==> src/rtl/smr_pkg.sv <==
package smr_pkg;

   typedef enum logic {
      PORT_INDEX = 1'b0,
      PORT_DATA  = 1'b1
   } cfg_port_e;

   typedef struct packed {
      logic in_low;
      logic in_main;
   } window_hit_t;

endpackage

==> src/rtl/smr_cfg_regs.sv <==
module smr_cfg_regs #(
   parameter int IDX_W           = 8,
   parameter int DATA_W          = 8,
   parameter int IDX_ROM_EN      = 'h48,
   parameter int IDX_LOCK        = 'h49,
   parameter int IDX_SHADOW_BASE = 'h4A,
   parameter int N_SHADOW_REGS   = 3,
   parameter int N_ROM_SEG       = 4,
   parameter int N_SEG           = 6
) (
   input  logic                              clk,
   input  logic                              rst_n,
   input  logic                              cfg_wr,
   input  logic                              cfg_port,
   input  logic [DATA_W-1:0]                 cfg_wdata,
   output logic [N_ROM_SEG-1:0]              rom_en,
   output logic [N_SEG-1:0]                  ro_lock,
   output logic [N_SHADOW_REGS*DATA_W-1:0]   shadow_en
);
   import smr_pkg::*;

   localparam int SHADOW_LAST = IDX_SHADOW_BASE + N_SHADOW_REGS - 1;

   if (IDX_W > DATA_W) begin : g_bad_idx_w
      $error("smr_cfg_regs: index wider than data port");
   end
   if (N_ROM_SEG > DATA_W || N_SEG > DATA_W) begin : g_bad_seg
      $error("smr_cfg_regs: segment count exceeds register width");
   end
   if (SHADOW_LAST >= (1 << IDX_W)) begin : g_bad_range
      $error("smr_cfg_regs: shadow registers exceed index space");
   end

   logic [IDX_W-1:0] idx_q;
   logic             idx_wr;
   logic             data_wr;
   logic             hit_rom;
   logic             hit_lock;
   logic             hit_shadow;

   assign idx_wr     = cfg_wr && (cfg_port_e'(cfg_port) == PORT_INDEX);
   assign data_wr    = cfg_wr && (cfg_port_e'(cfg_port) == PORT_DATA);
   assign hit_rom    = data_wr && (idx_q == IDX_W'(IDX_ROM_EN));
   assign hit_lock   = data_wr && (idx_q == IDX_W'(IDX_LOCK));
   assign hit_shadow = data_wr && (idx_q >= IDX_W'(IDX_SHADOW_BASE))
                               && (idx_q <= IDX_W'(SHADOW_LAST));

   always_ff @(posedge clk or negedge rst_n) begin
      if (!rst_n) begin
         idx_q <= '0;
      end else if (idx_wr) begin
         idx_q <= cfg_wdata[IDX_W-1:0];
      end
   end

   always_ff @(posedge clk or negedge rst_n) begin
      if (!rst_n) begin
         rom_en <= '1;
      end else if (hit_rom) begin
         rom_en <= cfg_wdata[N_ROM_SEG-1:0];
      end
   end

   always_ff @(posedge clk or negedge rst_n) begin
      if (!rst_n) begin
         ro_lock <= '0;
      end else if (hit_lock) begin
         ro_lock <= cfg_wdata[N_SEG-1:0];
      end
   end

   for (genvar g = 0; g < N_SHADOW_REGS; g++) begin : g_shadow
      logic             sel;
      logic [DATA_W-1:0] sh_q;

      assign sel = data_wr && (idx_q == IDX_W'(IDX_SHADOW_BASE + g));

      always_ff @(posedge clk or negedge rst_n) begin
         if (!rst_n) begin
            sh_q <= '0;
         end else if (sel) begin
            sh_q <= cfg_wdata;
         end
      end

      assign shadow_en[g*DATA_W +: DATA_W] = sh_q;
   end

   // a data-port write leaves the held index alone
   a_r9_index_held: assert property (@(posedge clk) disable iff (!rst_n)
      data_wr |=> $stable(idx_q));

   // data writes to unknown indices change no register
   a_r9_foreign_ignored: assert property (@(posedge clk) disable iff (!rst_n)
      (data_wr && !hit_rom && !hit_lock && !hit_shadow)
         |=> ($stable(rom_en) && $stable(ro_lock) && $stable(shadow_en)));

   // the lock register holds the written value in the next cycle
   a_r10_lock_lands: assert property (@(posedge clk) disable iff (!rst_n)
      hit_lock |=> (ro_lock == $past(cfg_wdata[N_SEG-1:0])));

   // the ROM-enable register holds the written value in the next cycle
   a_r10_rom_lands: assert property (@(posedge clk) disable iff (!rst_n)
      hit_rom |=> (rom_en == $past(cfg_wdata[N_ROM_SEG-1:0])));

endmodule

==> src/rtl/smr_addr_decode.sv <==
module smr_addr_decode #(
   parameter int ADDR_W    = 24,
   parameter int SUB_LOG2  = 14,
   parameter int SEG_LOG2  = 16,
   parameter int LOW_BASE  = 'hA0000,
   parameter int LOW_LOG2  = 17,
   parameter int MAIN_BASE = 'hC0000,
   parameter int MAIN_LOG2 = 18,
   parameter int SUB_W     = 5,
   parameter int SEG_W     = 3
) (
   input  logic [ADDR_W-1:0]   addr,
   output smr_pkg::window_hit_t hit,
   output logic [SUB_W-1:0]    sub_idx,
   output logic [SEG_W-1:0]    seg_idx
);
   localparam int N_SUB_LOW  = 1 << (LOW_LOG2 - SUB_LOG2);
   localparam int N_SUB_MAIN = 1 << (MAIN_LOG2 - SUB_LOG2);
   localparam int SEG_SHIFT  = SEG_LOG2 - SUB_LOG2;

   if (SEG_LOG2 < SUB_LOG2 || SEG_LOG2 > LOW_LOG2) begin : g_bad_seg
      $error("smr_addr_decode: segment size must lie between sub-region and window");
   end
   if ((LOW_BASE % (1 << LOW_LOG2)) != 0 || (MAIN_BASE % (1 << MAIN_LOG2)) != 0) begin : g_bad_align
      $error("smr_addr_decode: window bases must be aligned to their size");
   end
   if (LOW_BASE + (1 << LOW_LOG2) > MAIN_BASE) begin : g_bad_order
      $error("smr_addr_decode: lower window must end before main window");
   end
   if ((1 << SUB_W) < N_SUB_LOW + N_SUB_MAIN) begin : g_bad_sub_w
      $error("smr_addr_decode: sub-region index too narrow");
   end

   logic [ADDR_W-1:0] sub_field;
   logic [SUB_W-1:0]  low_off;
   logic [SUB_W-1:0]  main_off;

   assign sub_field = addr >> SUB_LOG2;
   assign low_off   = SUB_W'(sub_field & ADDR_W'(N_SUB_LOW - 1));
   assign main_off  = SUB_W'(sub_field & ADDR_W'(N_SUB_MAIN - 1));

   always_comb begin
      hit.in_low  = (addr >> LOW_LOG2)  == ADDR_W'(LOW_BASE  >> LOW_LOG2);
      hit.in_main = (addr >> MAIN_LOG2) == ADDR_W'(MAIN_BASE >> MAIN_LOG2);
      if (hit.in_main) begin
         sub_idx = SUB_W'(N_SUB_LOW) + main_off;
      end else begin
         sub_idx = low_off;
      end
      seg_idx = SEG_W'(sub_idx >> SEG_SHIFT);
   end

endmodule

==> src/rtl/smr_route.sv <==
module smr_route #(
   parameter int N_SUB            = 24,
   parameter int SUB_W            = 5,
   parameter int N_SEG            = 6,
   parameter int SEG_W            = 3,
   parameter int N_LOW_SEG        = 2,
   parameter int N_ROM_SEG        = 4,
   parameter bit ROM_SEL_ON_WRITE = 1'b1
) (
   input  logic                 cyc_valid,
   input  logic                 cyc_wr,
   input  smr_pkg::window_hit_t hit,
   input  logic [SUB_W-1:0]     sub_idx,
   input  logic [SEG_W-1:0]     seg_idx,
   input  logic [N_SUB-1:0]     shadow_en,
   input  logic [N_SEG-1:0]     ro_lock,
   input  logic [N_ROM_SEG-1:0] rom_en,
   output logic                 rom_cs,
   output logic                 dram_sel,
   output logic                 wr_inhibit
);
   localparam int ROM_W = (N_ROM_SEG > 1) ? $clog2(N_ROM_SEG) : 1;

   logic             in_any;
   logic             shadowed;
   logic             locked;
   logic [SEG_W-1:0] rom_seg;
   logic             rom_on;
   logic             rom_dir_ok;

   if (ROM_SEL_ON_WRITE) begin : g_rom_rw
      assign rom_dir_ok = 1'b1;
   end else begin : g_rom_rd_only
      assign rom_dir_ok = !cyc_wr;
   end

   always_comb begin
      in_any     = hit.in_low || hit.in_main;
      shadowed   = in_any && shadow_en[sub_idx];
      locked     = ro_lock[seg_idx];
      rom_seg    = seg_idx - SEG_W'(N_LOW_SEG);
      rom_on     = hit.in_main && rom_en[rom_seg[ROM_W-1:0]];
      rom_cs     = cyc_valid && !shadowed && rom_on && rom_dir_ok;
      dram_sel   = cyc_valid && (shadowed || !in_any);
      wr_inhibit = cyc_valid && cyc_wr && shadowed && locked;
   end

endmodule

==> src/rtl/shadow_region_mapper.sv <==
module shadow_region_mapper #(
   parameter int ADDR_W           = 24,
   parameter int DATA_W           = 8,
   parameter int SUB_LOG2         = 14,
   parameter int SEG_LOG2         = 16,
   parameter int LOW_BASE         = 'hA0000,
   parameter int LOW_LOG2         = 17,
   parameter int MAIN_BASE        = 'hC0000,
   parameter int MAIN_LOG2        = 18,
   parameter int IDX_ROM_EN       = 'h48,
   parameter int IDX_LOCK         = 'h49,
   parameter int IDX_SHADOW_BASE  = 'h4A,
   parameter bit ROM_SEL_ON_WRITE = 1'b1
) (
   input  logic              clk,
   input  logic              rst_n,
   input  logic              cfg_wr,
   input  logic              cfg_port,
   input  logic [DATA_W-1:0] cfg_wdata,
   input  logic              cyc_valid,
   input  logic              cyc_wr,
   input  logic [ADDR_W-1:0] cyc_addr,
   output logic              rom_cs,
   output logic              dram_sel,
   output logic              wr_inhibit
);
   import smr_pkg::*;

   localparam int N_SUB_LOW     = 1 << (LOW_LOG2 - SUB_LOG2);
   localparam int N_SUB         = N_SUB_LOW + (1 << (MAIN_LOG2 - SUB_LOG2));
   localparam int SUB_W         = $clog2(N_SUB);
   localparam int N_LOW_SEG     = 1 << (LOW_LOG2 - SEG_LOG2);
   localparam int N_ROM_SEG     = 1 << (MAIN_LOG2 - SEG_LOG2);
   localparam int N_SEG         = N_LOW_SEG + N_ROM_SEG;
   localparam int SEG_W         = $clog2(N_SEG);
   localparam int N_SHADOW_REGS = N_SUB / DATA_W;
   localparam int LOW_TOP       = LOW_BASE + (1 << LOW_LOG2);
   localparam int MAIN_TOP      = MAIN_BASE + (1 << MAIN_LOG2);

   if ((N_SUB % DATA_W) != 0) begin : g_bad_pack
      $error("shadow_region_mapper: sub-regions must fill whole shadow registers");
   end
   if (ADDR_W < MAIN_LOG2 + 1) begin : g_bad_addr_w
      $error("shadow_region_mapper: address too narrow for windows");
   end

   logic [N_ROM_SEG-1:0] rom_en;
   logic [N_SEG-1:0]     ro_lock;
   logic [N_SUB-1:0]     shadow_en;
   window_hit_t          hit;
   logic [SUB_W-1:0]     sub_idx;
   logic [SEG_W-1:0]     seg_idx;

   smr_cfg_regs #(
      .IDX_W          (DATA_W),
      .DATA_W         (DATA_W),
      .IDX_ROM_EN     (IDX_ROM_EN),
      .IDX_LOCK       (IDX_LOCK),
      .IDX_SHADOW_BASE(IDX_SHADOW_BASE),
      .N_SHADOW_REGS  (N_SHADOW_REGS),
      .N_ROM_SEG      (N_ROM_SEG),
      .N_SEG          (N_SEG)
   ) u_cfg (
      .clk      (clk),
      .rst_n    (rst_n),
      .cfg_wr   (cfg_wr),
      .cfg_port (cfg_port),
      .cfg_wdata(cfg_wdata),
      .rom_en   (rom_en),
      .ro_lock  (ro_lock),
      .shadow_en(shadow_en)
   );

   smr_addr_decode #(
      .ADDR_W   (ADDR_W),
      .SUB_LOG2 (SUB_LOG2),
      .SEG_LOG2 (SEG_LOG2),
      .LOW_BASE (LOW_BASE),
      .LOW_LOG2 (LOW_LOG2),
      .MAIN_BASE(MAIN_BASE),
      .MAIN_LOG2(MAIN_LOG2),
      .SUB_W    (SUB_W),
      .SEG_W    (SEG_W)
   ) u_dec (
      .addr   (cyc_addr),
      .hit    (hit),
      .sub_idx(sub_idx),
      .seg_idx(seg_idx)
   );

   smr_route #(
      .N_SUB           (N_SUB),
      .SUB_W           (SUB_W),
      .N_SEG           (N_SEG),
      .SEG_W           (SEG_W),
      .N_LOW_SEG       (N_LOW_SEG),
      .N_ROM_SEG       (N_ROM_SEG),
      .ROM_SEL_ON_WRITE(ROM_SEL_ON_WRITE)
   ) u_route (
      .cyc_valid (cyc_valid),
      .cyc_wr    (cyc_wr),
      .hit       (hit),
      .sub_idx   (sub_idx),
      .seg_idx   (seg_idx),
      .shadow_en (shadow_en),
      .ro_lock   (ro_lock),
      .rom_en    (rom_en),
      .rom_cs    (rom_cs),
      .dram_sel  (dram_sel),
      .wr_inhibit(wr_inhibit)
   );

   logic addr_low_win;
   logic addr_outside;
   assign addr_low_win = (cyc_addr >= ADDR_W'(LOW_BASE)) && (cyc_addr < ADDR_W'(LOW_TOP));
   assign addr_outside = (cyc_addr < ADDR_W'(LOW_BASE)) || (cyc_addr >= ADDR_W'(MAIN_TOP));

   a_r11_idle_quiet: assert property (@(posedge clk) disable iff (!rst_n)
      !cyc_valid |-> !(rom_cs || dram_sel || wr_inhibit));

   a_r2_outside_to_dram: assert property (@(posedge clk) disable iff (!rst_n)
      (cyc_valid && addr_outside) |-> (dram_sel && !rom_cs && !wr_inhibit));

   a_r5_single_target: assert property (@(posedge clk) disable iff (!rst_n)
      !(rom_cs && dram_sel));

   a_r6_low_never_rom: assert property (@(posedge clk) disable iff (!rst_n)
      (cyc_valid && addr_low_win) |-> !rom_cs);

   a_r7_inhibit_on_dram_write: assert property (@(posedge clk) disable iff (!rst_n)
      wr_inhibit |-> (cyc_wr && dram_sel && !addr_outside));

endmodule

==> config.mk <==
export PLATFORM = sky130hd
export DESIGN_NAME = shadow_region_mapper
export DESIGN_NICKNAME = d
export VERILOG_FILES = /design/src/rtl/smr_pkg.sv /design/src/rtl/smr_cfg_regs.sv /design/src/rtl/smr_addr_decode.sv /design/src/rtl/smr_route.sv /design/src/rtl/shadow_region_mapper.sv
export SDC_FILE = /design/constraint.sdc
export NUM_CORES = 1
export LEC_CHECK = 0
export ABC_AREA = 1
export CORE_ASPECT_RATIO = 0.9
export CORE_MARGIN = 3
export CORE_UTILIZATION = 52
export DETAILED_ROUTE_END_ITERATION = 10
export PLACE_DENSITY_LB_ADDON = 0.05
export SLEW_MARGIN = 30
export SYNTH_ARGS = -nofsm -noshare
export SYNTH_HDL_FRONTEND = slang
export SYNTH_SLANG_ARGS = --single-unit
export TNS_END_PERCENT = 1
==> constraint.sdc <==
create_clock -name clk -period 2.2 [get_ports clk]
set_input_delay 0.66 -clock clk [delete_from_list [all_inputs] [get_ports clk]]
set_output_delay 0.66 -clock clk [all_outputs]
set_load 0.02 [all_outputs]
Yosys cells after proc, flatten, opt, wreduce, memory -nomap -nowiden
Cells that the tools add are included.
{"block": "word_totals", "in_bits": 38, "register_bits": 42}
{"block": "classes", "n_mux": 7, "n_reduce_logical": 19, "add_sub_neg": 2, "n_eq_ne": 7, "n_lt_le_gt_ge": 3, "bitwise": 1}
{"operator": "equality test 8 x 7 -> 1 bit (second input constant)", "n": 5}
{"operator": "logical AND 1 bit", "n": 15}
{"operator": "equality test 7 x 3 -> 1 bit (second input constant)", "n": 1}
{"operator": "equality test 6 x 2 -> 1 bit (second input constant)", "n": 1}
{"operator": "less-than comparator 5 x 6 -> 1 bit (second input constant)", "n": 1}
{"operator": "adder 4 x 4 -> 5 bit (first input constant)", "n": 1}
{"operator": "binary-select mux 1 bit (select 5 bit)", "n": 1}
{"operator": "two-way mux 5 bit", "n": 1}
{"operator": "less-than comparator 3 x 4 -> 1 bit (second input constant)", "n": 1}
{"operator": "binary-select mux 1 bit (select 3 bit)", "n": 1}
{"operator": "less-than comparator 2 x 3 -> 1 bit (second input constant)", "n": 1}
{"operator": "two-way mux 1 bit", "n": 3}
{"operator": "binary-select mux 1 bit (select 2 bit)", "n": 1}
{"operator": "zero test 1 bit", "n": 2}
{"operator": "logical OR 1 bit", "n": 2}
{"operator": "subtractor 2 bit (second input constant)", "n": 1}
{"operator": "inverter 1 bit", "n": 1}

Depth between registers and ports, before layout
Gate-level depths: netlist (run 1).
{"block": "depth", "depth_word": 8, "ltp_mapped": 9, "ltp_nobuf": 9}

Modules after synthesis
From an unflattened synthesis (run 1), not the netlist that was laid out.
{"block": "hier_totals", "hier_cells": 321, "hier_area_um2": 2402.3}
{"mod": "smr_cfg_regs", "seq_area_each_um2": 1056.0, "instances": 1, "cells_per_inst": 197, "area_each_um2": 1824.2}
{"mod": "smr_route", "seq_area_each_um2": 0.0, "instances": 1, "cells_per_inst": 102, "area_each_um2": 464.2}
{"mod": "smr_addr_decode", "seq_area_each_um2": 0.0, "instances": 1, "cells_per_inst": 22, "area_each_um2": 113.9}

Worst setup path before layout (run 1)
OpenSTA, ideal clock, no wires.
{"block": "synth_path", "kind": "in2out", "start": "input port cyc_addr[16]", "end": "output port wr_inhibit", "path_buffers": 1, "path_slack_ps": -38, "cell_stages": 8, "t_arrival_ps": 1578, "cell_sequence": "buf_2 inv_1 nor2_1 nor2_1 o21ai_0 nand3b_1 nand3b_1 nor2_1"}
{"block": "synth_between", "elab_chain_len": 7, "elab_cells_between_ends": 9, "cone_classes": "1 x add/sub; 5 x mux; 3 x reduce/logical"}
{"item": "from (decl)", "line_no": "shadow_region_mapper.sv:22", "source": "input logic [ADDR_W-1:0] cyc_addr,"}
{"item": "adder 4 x 4 -> 5 bit", "line_no": "smr_addr_decode.sv:46", "source": "sub_idx = SUB_W'(N_SUB_LOW) + main_off;"}
{"item": "two-way mux 5 bit (*)", "line_no": "smr_addr_decode.sv:45", "source": "if (hit.in_main) begin"}
{"item": "binary-select mux 1 bit (select 5 bit)", "line_no": "smr_route.sv:39", "source": "shadowed = in_any && shadow_en[sub_idx];"}
{"item": "two-way mux 1 bit (implied by the code)", "line_no": "smr_route.sv:39"}
{"item": "logical AND 1 bit", "line_no": "smr_route.sv:39"}
{"item": "logical AND 1 bit", "line_no": "smr_route.sv:45", "source": "wr_inhibit = cyc_valid && cyc_wr && shadowed && locked;"}
{"item": "logical AND 1 bit (*)", "line_no": "smr_route.sv:45"}
{"item": "to (decl)", "line_no": "shadow_region_mapper.sv:25", "source": "output logic wr_inhibit"}
Mark *: on every way between the ends. The rest lies on a longest branch, timed or not. The select of a mux whose other input is x is not followed.

Final worst setup path (run 1)
{"block": "layout_path", "start": "input port cyc_addr[17]", "end": "output port wr_inhibit"}
{"block": "layout_between", "elab_chain_len": 7, "elab_cells_between_ends": 11, "cone_classes": "1 x add/sub; 1 x eq/ne; 5 x mux; 4 x reduce/logical"}
{"item": "adder 4 x 4 -> 5 bit", "line_no": "smr_addr_decode.sv:46"}
{"item": "two-way mux 5 bit", "line_no": "smr_addr_decode.sv:45"}
{"item": "binary-select mux 1 bit (select 5 bit)", "line_no": "smr_route.sv:39"}
{"item": "two-way mux 1 bit (implied by the code)", "line_no": "smr_route.sv:39"}
{"item": "logical AND 1 bit", "line_no": "smr_route.sv:39"}
{"item": "logical AND 1 bit", "line_no": "smr_route.sv:45"}
{"item": "logical AND 1 bit (*)", "line_no": "smr_route.sv:45"}
Marks and branches as above.

==> report_table.html, run 1 <==
<table>
<tr><th>Metric</th><th>Value</th></tr>
<tr><th colspan="2">Synthesis</th></tr>
<tr><td>Netlist area before placement</td><td>roughly 2200 sq um</td></tr>
<tr><td>Synthesized flop and latch total</td><td>42</td></tr>
<tr><td>Distinct cells, synth</td><td>26</td></tr>
<tr><td>Sequential cell area fraction in the yosys report</td><td>49.0%</td></tr>
<tr><td>Average size of a mapped cell</td><td>8.45 sq um</td></tr>
<tr><td>Ys Warns</td><td>0</td></tr>
<tr><td>Cells after synthesis</td><td>about 260</td></tr>
<tr><td>Total nets after synthesis</td><td>between 200 and 300</td></tr>
<tr><th colspan="2">Setup path</th></tr>
<tr><td>CP Data Required Time</td><td>between 1.5 and 2 ns</td></tr>
<tr><td>Worst reg-to-reg setup slack</td><td>~0.8 ns</td></tr>
<tr><td>Kind of capture point of the worst setup path</td><td>output pin</td></tr>
<tr><td>CP cell instances</td><td>dlygate4sd2_1 -&gt; inv_1 -&gt; nor2_4 -&gt; buf_4 -&gt; nand2_2 -&gt; nand2_1 -&gt; nand3b_1 -&gt; nor2_2 -&gt; buf_6</td></tr>
<tr><td>Startpoint type of the worst setup path</td><td>input port</td></tr>
<tr><td>Cell type group with the largest total delay on the critical path</td><td>buffers and inverters</td></tr>
<tr><td>Worst setup path class</td><td>in2out</td></tr>
<tr><td>Crit path buffers/inverters</td><td>4</td></tr>
<tr><td>Delay contributed by the slowest stage of the critical path</td><td>approximately 0.26 ns</td></tr>
<tr><td>Slowest-stage cell, CP</td><td>sky130_fd_sc_hd__dlygate4sd2_1</td></tr>
<tr><td>Largest fanout on the critical path</td><td>3</td></tr>
<tr><td>Data arrival at the endpoint of the critical path</td><td>between 1.5 and 2 ns</td></tr>
<tr><th colspan="2">Final layout</th></tr>
<tr><td>Non-filler cells in the finished layout</td><td>around 340</td></tr>
<tr><td>Layout cells sized above 1</td><td>29.0%</td></tr>
<tr><td>Antenna cells</td><td>0</td></tr>
<tr><td>Syn-to-layout area delta</td><td>24.2%</td></tr>
<tr><td>Layout net count</td><td>between 300 and 400</td></tr>
<tr><th colspan="2">Clock tree</th></tr>
<tr><td># clock sinks</td><td>42</td></tr>
<tr><td>Root Driver</td><td>sky130_fd_sc_hd__clkbuf_8</td></tr>
<tr><td>Clock tree from TritonCTS</td><td>done</td></tr>
<tr><td>Max Root-Sink Buffers</td><td>2</td></tr>
<tr><td>Clk Latency, worst-skew pair</td><td>0.31 ns</td></tr>
<tr><td>Level count of the clock H-tree</td><td>2</td></tr>
<tr><td>CTS Buf Count</td><td>5</td></tr>
<tr><td>Count of hold-fix buffers inserted at cts</td><td>0</td></tr>
<tr><td>Clock slew at the register clock pins of the worst setup and hold paths</td><td>approximately 0.080 ns</td></tr>
<tr><th colspan="2">Global route</th></tr>
<tr><td>Total routing usage reported by global routing</td><td>21.4%</td></tr>
<tr><td>Maximum number of pins on one net before global-route repair</td><td>between 40 and 50</td></tr>
<tr><td>Number of global-route vias before repair</td><td>approximately 1.7k</td></tr>
<tr><td>GR Overflow Total</td><td>0</td></tr>
<tr><td>Antenna violations before repair</td><td>0</td></tr>
<tr><td>Wire length of the first global-routing pass</td><td>7870 um</td></tr>
<tr><th colspan="2">Floorplan</th></tr>
<tr><td>Horizontal die dimension</td><td>roughly 74 um</td></tr>
<tr><td>Standard-cell row count</td><td>21</td></tr>
<tr><td>Effective utilization at floorplan</td><td>55.8%</td></tr>
<tr><td>Height of the die</td><td>roughly 67 um</td></tr>
<tr><td>Area of the die</td><td>4960 sq um</td></tr>
<tr><td>Total I/O pin count</td><td>slightly above 40</td></tr>
<tr><td>Floorplan Core Area</td><td>about 3900 sq um</td></tr>
<tr><th colspan="2">Power and ir drop</th></tr>
<tr><td>Total design power</td><td>1650 uW</td></tr>
<tr><td>IR drop worst, VDD</td><td>454 uV</td></tr>
<tr><td>PD cells</td><td>between 600 and 700 nW/um^2</td></tr>
<tr><td>Leak pwr</td><td>0.00124 uW</td></tr>
<tr><th colspan="2">Place</th></tr>
<tr><td>Cell total after placement</td><td>roughly 330</td></tr>
<tr><td>DPL Wire Length</td><td>about 3400 um</td></tr>
<tr><td>Final weighted congestion of routability-driven global placement</td><td>0.777</td></tr>
<tr><td>Number of buffers inserted by port buffering</td><td>26</td></tr>
<tr><th colspan="2">STA</th></tr>
<tr><td>Clock tree skew after final layout</td><td>slightly above 0.01 ns</td></tr>
<tr><td>Final setup viols</td><td>3</td></tr>
<tr><td>Worst-Margin Slew</td><td>about 0.54 ns</td></tr>
<tr><td>Timing-limited maximum frequency</td><td>about 410 MHz</td></tr>
<tr><td>Period utilisation layout</td><td>110%</td></tr>
<tr><td>Total count of max-transition violations in the final report</td><td>0</td></tr>
<tr><td>Final worst path period need</td><td>2.42 ns</td></tr>
<tr><td>Hold Violations, Final</td><td>0</td></tr>
<tr><td>Max transition margin</td><td>about 64%</td></tr>
<tr><td>Final Worst Setup Slack</td><td>-0.223 ns</td></tr>
<tr><td>RSZ-0062 raised after global routing</td><td>yes</td></tr>
<tr><th colspan="2">Drt</th></tr>
<tr><td>DRC violation count after routing</td><td>0</td></tr>
<tr><td>Uppermost routed layer</td><td>met4</td></tr>
<tr><td>Total vias in the final route</td><td>1786</td></tr>
<tr><td>Routed length on met2</td><td>between 2000 and 2500 um</td></tr>
<tr><td>Routed metal-1 wire length</td><td>about 2300 um</td></tr>
<tr><td>Routed wire length on met3</td><td>about 260 um</td></tr>
<tr><td>Final routed wirelength across all metal layers</td><td>roughly 4700 um</td></tr>
<tr><td>TritonRoute pass-1 iters</td><td>4</td></tr>
<tr><td>WL per Instance</td><td>around 14 um</td></tr>
<tr><td>Number of nets with antenna violations after routing</td><td>0</td></tr>
<tr><td>Iter 0 DRT Violations</td><td>a little under 70</td></tr>
<tr><td>Number of vias per cell</td><td>5.21</td></tr>
<tr><th colspan="2">Status</th></tr>
<tr><td>Violated checks</td><td>setup timing</td></tr>
<tr><td>Result of the run</td><td>complete, but fails checks</td></tr>
<tr><th colspan="2">Min path</th></tr>
<tr><td>Worst min-delay path category</td><td>in2async</td></tr>
<tr><th colspan="2">Run</th></tr>
<tr><td>Max-cap violations</td><td>0</td></tr>
</table>
-- cell usage after synthesis --
library cell               instances  area share, %
sky130_fd_sc_hd__nor2_2            1           0.29
sky130_fd_sc_hd__nor3b_1           1           0.35
sky130_fd_sc_hd__nand4_1           2           0.58
sky130_fd_sc_hd__inv_1            23            4.0
sky130_fd_sc_hd__nand3_2           2           0.93
sky130_fd_sc_hd__o22ai_1           1           0.29
sky130_fd_sc_hd__dfrtp_1          38             44
sky130_fd_sc_hd__buf_2             1           0.23
sky130_fd_sc_hd__mux2i_1           1           0.46
sky130_fd_sc_hd__nor3_2            1           0.46
sky130_fd_sc_hd__o21ai_1           6            1.4
sky130_fd_sc_hd__inv_2             1           0.17
sky130_fd_sc_hd__buf_4             2           0.70
sky130_fd_sc_hd__dfstp_2           4            4.9
sky130_fd_sc_hd__nand3b_1          4            1.4
sky130_fd_sc_hd__o21ai_0          15            3.5
sky130_fd_sc_hd__nand2_1          75             13
sky130_fd_sc_hd__nand4_4           1           0.99
sky130_fd_sc_hd__buf_6             4            2.1
sky130_fd_sc_hd__nand2_2           2           0.58
sky130_fd_sc_hd__clkbuf_1          1           0.17
sky130_fd_sc_hd__nand3_1          22            5.1
sky130_fd_sc_hd__o21ai_2          24            9.8
sky130_fd_sc_hd__nor2_1           21            3.7
sky130_fd_sc_hd__nor2_4            1           0.52
sky130_fd_sc_hd__a21boi_1          1           0.35
-- per-layer routing --
metal	global-route usage, %	vias up
met5	0	-
met4	7.47	0
met3	3.77	5
met2	33.5	43
met1	29.8	822
li1	-	916
-- repair_timing --
item                       in CTS  in global routing
buffers inserted                0                  1
cloned                          0                  0
pin swaps                      10                  8
gates resized for setup        67                  8
setup endpoints to repair       3                  3
-- cell usage in the layout (no fill, tap or decap), drive strengths merged --
cell type and count:
buf 28, nor3 1, nor2 23, dlygate4sd2 1, mux2i 1, o21ai 45, nand4 3, dfstp 4
clkinv 1, a21boi 1, dfrtp 38, nand3 24, o22ai 1, nor3b 1, clkdlybuf4s15 1, nand3b 4
clkdlybuf4s50 12, clkinvlp 1, clkbuf 5, nand2 77, inv 25
-- final cells by class --
class | instances | area [sq um]
clock inverters | 3 | 25.0
multi-input cells | 181 | 1000
inverters | 24 | 92.6
repair buffers | 42 | 375
clock buffers | 5 | 68.8
fillers | 335 | 1180
well taps | 46 | 57.6
flip-flops and latches | 42 | 1060
-- stage by stage --
step / setup slack [ns] / area (sq um) / TNS, ns / hold slack (ns) / utilization [%]
after floorplan: -0.0280 / 2160 / -0.0426 / 0.364 / -
after global placement: -1.09 / 2510 / -3.13 / 0.467 / 65.1
after detailed placement: -1.09 / 2510 / -3.16 / 0.470 / 65.1
after CTS: -0.230 / 2640 / -0.527 / 0.432 / 68.3
after global routing: -0.328 / 2680 / -0.906 / 0.461 / 69.3
final: -0.223 / 2680 / -0.637 / 0.419 / 69.3
-- sequential cells by signal, indices dropped and copies added (netlist names) --
signal,count
u_cfg.ro_lock,6
u_cfg.idx_q,8
u_cfg.rom_en,4
u_cfg.g_shadow.sh_q,24
-- kinds of logic (layout without fill, tap and decap cells) --
family	after synthesis	after routing	share of synthesized area, %
multiplexers	1	1	0.464
AO/OA/AOI/OAI	47	47	15.3
flip-flops	42	42	49.0
buffers and inverters	32	74	7.37
AND/OR/NAND/NOR	133	133	27.9
-- where the power goes --
part / switching (uW) / leakage [uW] / total (uW) / internal [uW]
registers: 39.8 / 0.000557 / 876 / 836
clock network: 294 / 0.0000447 / 523 / 229
logic: 140 / 0.000637 / 249 / 109
-- path summary, 6_finish.rpt --
path,startpoint,endpoint,cells past startpoint
max,cyc_addr[17],wr_inhibit,9
min,rst_n,u_cfg.ro_lock[0],2
max reg2reg,u_cfg.idx_q[5],u_cfg.rom_en[3],5
max in group asynchronous,rst_n,u_cfg.rom_en[3],2
min in group clk,u_cfg.g_shadow[1].sh_q[1],u_cfg.g_shadow[1].sh_q[1],2
min reg2reg,u_cfg.g_shadow[1].sh_q[1],u_cfg.g_shadow[1].sh_q[1],2
(Power assumes the default switching activity.)
==> run 2, diff against run 1 <==
--- a/config.mk
+++ b/config.mk
@@ -11,6 +11,7 @@
 export CORE_UTILIZATION = 52
 export DETAILED_ROUTE_END_ITERATION = 10
 export PLACE_DENSITY_LB_ADDON = 0.05
+export REMOVE_ABC_BUFFERS = 1
 export SLEW_MARGIN = 30
 export SYNTH_ARGS = -nofsm -noshare
 export SYNTH_HDL_FRONTEND = slang
==> report_table.html, run 2 (synthesis results as in run 1) <==
<table>
<tr><th>Metric</th><th>Value</th></tr>
<tr><th colspan="2">Status</th></tr>
<tr><td>Result of the run</td><td>complete, but fails checks</td></tr>
<tr><td>Violated checks</td><td>setup timing</td></tr>
<tr><th colspan="2">Floorplan</th></tr>
<tr><td>Horizontal die dimension</td><td>73.9 um (unchanged)</td></tr>
<tr><td>Height of the die</td><td>67.1 um (unchanged)</td></tr>
<tr><td>Effective utilization at floorplan</td><td>55.8% (unchanged)</td></tr>
<tr><td>Area of the die</td><td>4960 sq um (unchanged)</td></tr>
<tr><td>Standard-cell row count</td><td>21 (unchanged)</td></tr>
<tr><td>Total I/O pin count</td><td>41 (unchanged)</td></tr>
<tr><td>Floorplan Core Area</td><td>3860 sq um (unchanged)</td></tr>
<tr><th colspan="2">Drt</th></tr>
<tr><td>Final routed wirelength across all metal layers</td><td>4650 um (-1.5%)</td></tr>
<tr><td>DRC violation count after routing</td><td>0 (unchanged)</td></tr>
<tr><td>Total vias in the final route</td><td>1748 (-2.1%)</td></tr>
<tr><td>TritonRoute pass-1 iters</td><td>4 (unchanged)</td></tr>
<tr><td>WL per Instance</td><td>13.6 um (-1.5%)</td></tr>
<tr><td>Number of vias per cell</td><td>5.10 (-2.1%)</td></tr>
<tr><td>Iter 0 DRT Violations</td><td>117 (+72%)</td></tr>
<tr><td>Number of nets with antenna violations after routing</td><td>0 (unchanged)</td></tr>
<tr><th colspan="2">Final layout</th></tr>
<tr><td>Layout cells sized above 1</td><td>29.0% (unchanged)</td></tr>
<tr><td>Fillcell total</td><td>345 (+3.0%)</td></tr>
<tr><td>Most frequent cells in the layout</td><td>sky130_fd_sc_hd__nand2_1 (75), sky130_fd_sc_hd__dfrtp_1 (38), sky130_fd_sc_hd__o21ai_2 (24)</td></tr>
<tr><td>FF+latch area</td><td>1060 sq um (unchanged)</td></tr>
<tr><td>Most common cell after layout, fill and taps aside</td><td>sky130_fd_sc_hd__nand2_1</td></tr>
<tr><td>Antenna cells</td><td>0 (unchanged)</td></tr>
<tr><td>Non-filler cells in the finished layout</td><td>343 (unchanged)</td></tr>
<tr><td>Layout net count</td><td>334 (unchanged)</td></tr>
<tr><td>Post-route cell area</td><td>2670 sq um (-0.37%)</td></tr>
<tr><td>Syn-to-layout area delta</td><td>23.7%</td></tr>
<tr><td>Flip-flop count of the largest register after layout</td><td>24 (unchanged)</td></tr>
<tr><td>Top register by number of flip-flops</td><td>u_cfg.g_shadow.sh_q</td></tr>
<tr><td>Area of combinational cells with multiple inputs</td><td>988 sq um (-1.4%)</td></tr>
<tr><td>Largest registers</td><td>u_cfg.g_shadow.sh_q (24), u_cfg.idx_q (8), u_cfg.ro_lock (6)</td></tr>
<tr><th colspan="2">Setup path</th></tr>
<tr><td>Largest fanout on the critical path</td><td>4 (+1)</td></tr>
<tr><td>CP Data Required Time</td><td>1.54 ns (about the same)</td></tr>
<tr><td>Data arrival at the endpoint of the critical path</td><td>1.73 ns (-0.03 ns)</td></tr>
<tr><td>Slowest-stage cell, CP</td><td>sky130_fd_sc_hd__nor2_2</td></tr>
<tr><td>Worst setup path class</td><td>in2out</td></tr>
<tr><td>Delay contributed by the slowest stage of the critical path</td><td>0.21 ns (-0.05 ns)</td></tr>
<tr><td>Kind of capture point of the worst setup path</td><td>output pin</td></tr>
<tr><td>Startpoint type of the worst setup path</td><td>input port</td></tr>
<tr><td>CP cell instances</td><td>buf_6 -&gt; nor2_4 -&gt; nand3b_1 -&gt; nor2_2 -&gt; buf_4 -&gt; nand2_1 -&gt; nand2_1 -&gt; nand3b_1 -&gt; nor2_1 -&gt; buf_4</td></tr>
<tr><th colspan="2">STA</th></tr>
<tr><td>Final setup viols</td><td>3 (unchanged)</td></tr>
<tr><td>Clock tree skew after final layout</td><td>0.00366 ns (-0.00648 ns)</td></tr>
<tr><td>Final worst path period need</td><td>2.39 ns (-0.0362 ns)</td></tr>
<tr><td>Hold Violations, Final</td><td>0 (unchanged)</td></tr>
<tr><td>Max transition margin</td><td>65.9% (+1.7 points)</td></tr>
<tr><td>RSZ-0062 raised after global routing</td><td>yes</td></tr>
<tr><td>Final Worst Setup Slack</td><td>-0.187 ns (+0.0362 ns)</td></tr>
<tr><td>Timing-limited maximum frequency</td><td>419 MHz (+1.5%)</td></tr>
<tr><td>Worst-Margin Slew</td><td>0.512 ns (-0.0252 ns)</td></tr>
<tr><td>Setup TNS after final layout</td><td>-0.462 ns (+0.175 ns)</td></tr>
<tr><td>Total count of max-transition violations in the final report</td><td>0 (unchanged)</td></tr>
<tr><td>Period utilisation layout</td><td>108% (-1.6 points)</td></tr>
<tr><th colspan="2">Clock tree</th></tr>
<tr><td>Count of hold-fix buffers inserted at cts</td><td>0 (unchanged)</td></tr>
<tr><td># clock sinks</td><td>42 (unchanged)</td></tr>
<tr><td>Clock slew at the register clock pins of the worst setup and hold paths</td><td>0.07 ns (about the same)</td></tr>
<tr><td>Clk Latency, worst-skew pair</td><td>0.29 ns (-0.02 ns)</td></tr>
<tr><td>Root Driver</td><td>sky130_fd_sc_hd__clkbuf_8</td></tr>
<tr><td>Level count of the clock H-tree</td><td>2 (unchanged)</td></tr>
<tr><td>Max Root-Sink Buffers</td><td>2 (unchanged)</td></tr>
<tr><td>CTS Buf Count</td><td>5 (unchanged)</td></tr>
<tr><td>Clock tree from TritonCTS</td><td>done</td></tr>
<tr><th colspan="2">Global route</th></tr>
<tr><td>Antenna violations before repair</td><td>0 (unchanged)</td></tr>
<tr><td>Number of global-route vias before repair</td><td>1611 (-3.9%)</td></tr>
<tr><td>GR Overflow Total</td><td>0 (unchanged)</td></tr>
<tr><td>Total routing usage reported by global routing</td><td>20.9% (-0.50 points)</td></tr>
<tr><td>Maximum number of pins on one net before global-route repair</td><td>43 (unchanged)</td></tr>
<tr><td>Wire length of the first global-routing pass</td><td>7670 um (-2.5%)</td></tr>
<tr><th colspan="2">Place</th></tr>
<tr><td>Area after DPL</td><td>2500 sq um (-0.40%)</td></tr>
<tr><td>Cell total after placement</td><td>333 (-0.30%)</td></tr>
<tr><td>Final weighted congestion of routability-driven global placement</td><td>0.809 (+4.2%)</td></tr>
<tr><td>DPL Wire Length</td><td>3330 um (-3.2%)</td></tr>
<tr><td>Pre-CTS setup slack</td><td>-1.03 ns (+0.0603 ns)</td></tr>
<tr><td>Number of buffers inserted by port buffering</td><td>26 (unchanged)</td></tr>
<tr><th colspan="2">Run</th></tr>
<tr><td>Max-cap violations</td><td>0 (unchanged)</td></tr>
<tr><th colspan="2">Power and ir drop</th></tr>
<tr><td>IR drop worst, VDD</td><td>471 uV (+3.7%)</td></tr>
<tr><td>Leak pwr</td><td>0.00124 uW (+0.15%)</td></tr>
<tr><td>PD cells</td><td>614 nW/um^2 (-0.27%)</td></tr>
<tr><th colspan="2">Min path</th></tr>
<tr><td>Worst min-delay path category</td><td>in2async</td></tr>
</table>
[run 2: through the flow]
step / power (uW) / hold slack (ns) / util (%)
finish: 1640 / 0.425 / 69.1
global route: 1730 / 0.461 / 69.1
CTS: 1650 / 0.440 / 67.8
detailed placement: 1130 / 0.469 / 64.9
global placement: 1120 / 0.465 / 64.9
floorplan: 1010 / 0.364 / -
[run 2: worst max-delay path, delay by kind of cell]
kind                   cells  cell delay [ns]
AND/OR/NAND/NOR            7             0.69
buffers and inverters      3             0.37
[run 2: area by class of cell]
class	instances	share of cell area, %
Inverter	24	3.56
Multi-Input combinational cell	181	37.1
Tap cell	46	2.16
Sequential cell	42	39.6
Clock inverter	1	0.188
Clock buffer	7	3.24
Timing Repair Buffer	42	14.2
[run 2: worst paths after layout]
check,from,endpoint,slack (ns),cells past startpoint
setup / recovery,cyc_addr[23],wr_inhibit,-0.19,10
hold / removal,rst_n,u_cfg.g_shadow[0].sh_q[7],0.43,2
setup reg to reg,u_cfg.idx_q[7],u_cfg.g_shadow[2].sh_q[6],0.85,6
hold reg to reg,u_cfg.g_shadow[0].sh_q[6],u_cfg.g_shadow[0].sh_q[6],0.49,2
max in group asynchronous,rst_n,u_cfg.rom_en[1],1.40,2
min in group clk,u_cfg.g_shadow[0].sh_q[6],u_cfg.g_shadow[0].sh_q[6],0.49,2
[run 2: per-layer routing]
layer  up-vias  part of all wire (%)  global-route usage (%)
met2        29                    47                    32.4
met5         -                     0                       0
met3         2                   4.3                    6.03
met4         0                  0.22                    5.43
met1       801                    48                    28.5
li1        916                     -                       -
[run 2: where the power goes]
group,internal [uW],switching [uW],total [uW],leakage (uW)
Clock,253,258,511,0.0000482
Sequential,836,40.4,877,0.000557
Combinational,110,140,250,0.000636
[run 2: timing repair]
action	4_1_cts	5_1_grt
endpoints found under the hold margin	0	0
resized for setup	66	13
setup endpoints to repair	3	3
setup buffers	0	1
gates cloned	1	0
pin swaps	10	6
==> run 3, diff against run 2 <==
--- a/config.mk
+++ b/config.mk
@@ -6,6 +6,7 @@
 export NUM_CORES = 1
 export LEC_CHECK = 0
 export ABC_AREA = 1
+export CAP_MARGIN = 25
 export CORE_ASPECT_RATIO = 0.9
 export CORE_MARGIN = 3
 export CORE_UTILIZATION = 52
==> results of run 3 <==
Final layout, timing and power as in run 2 (identical DEF).
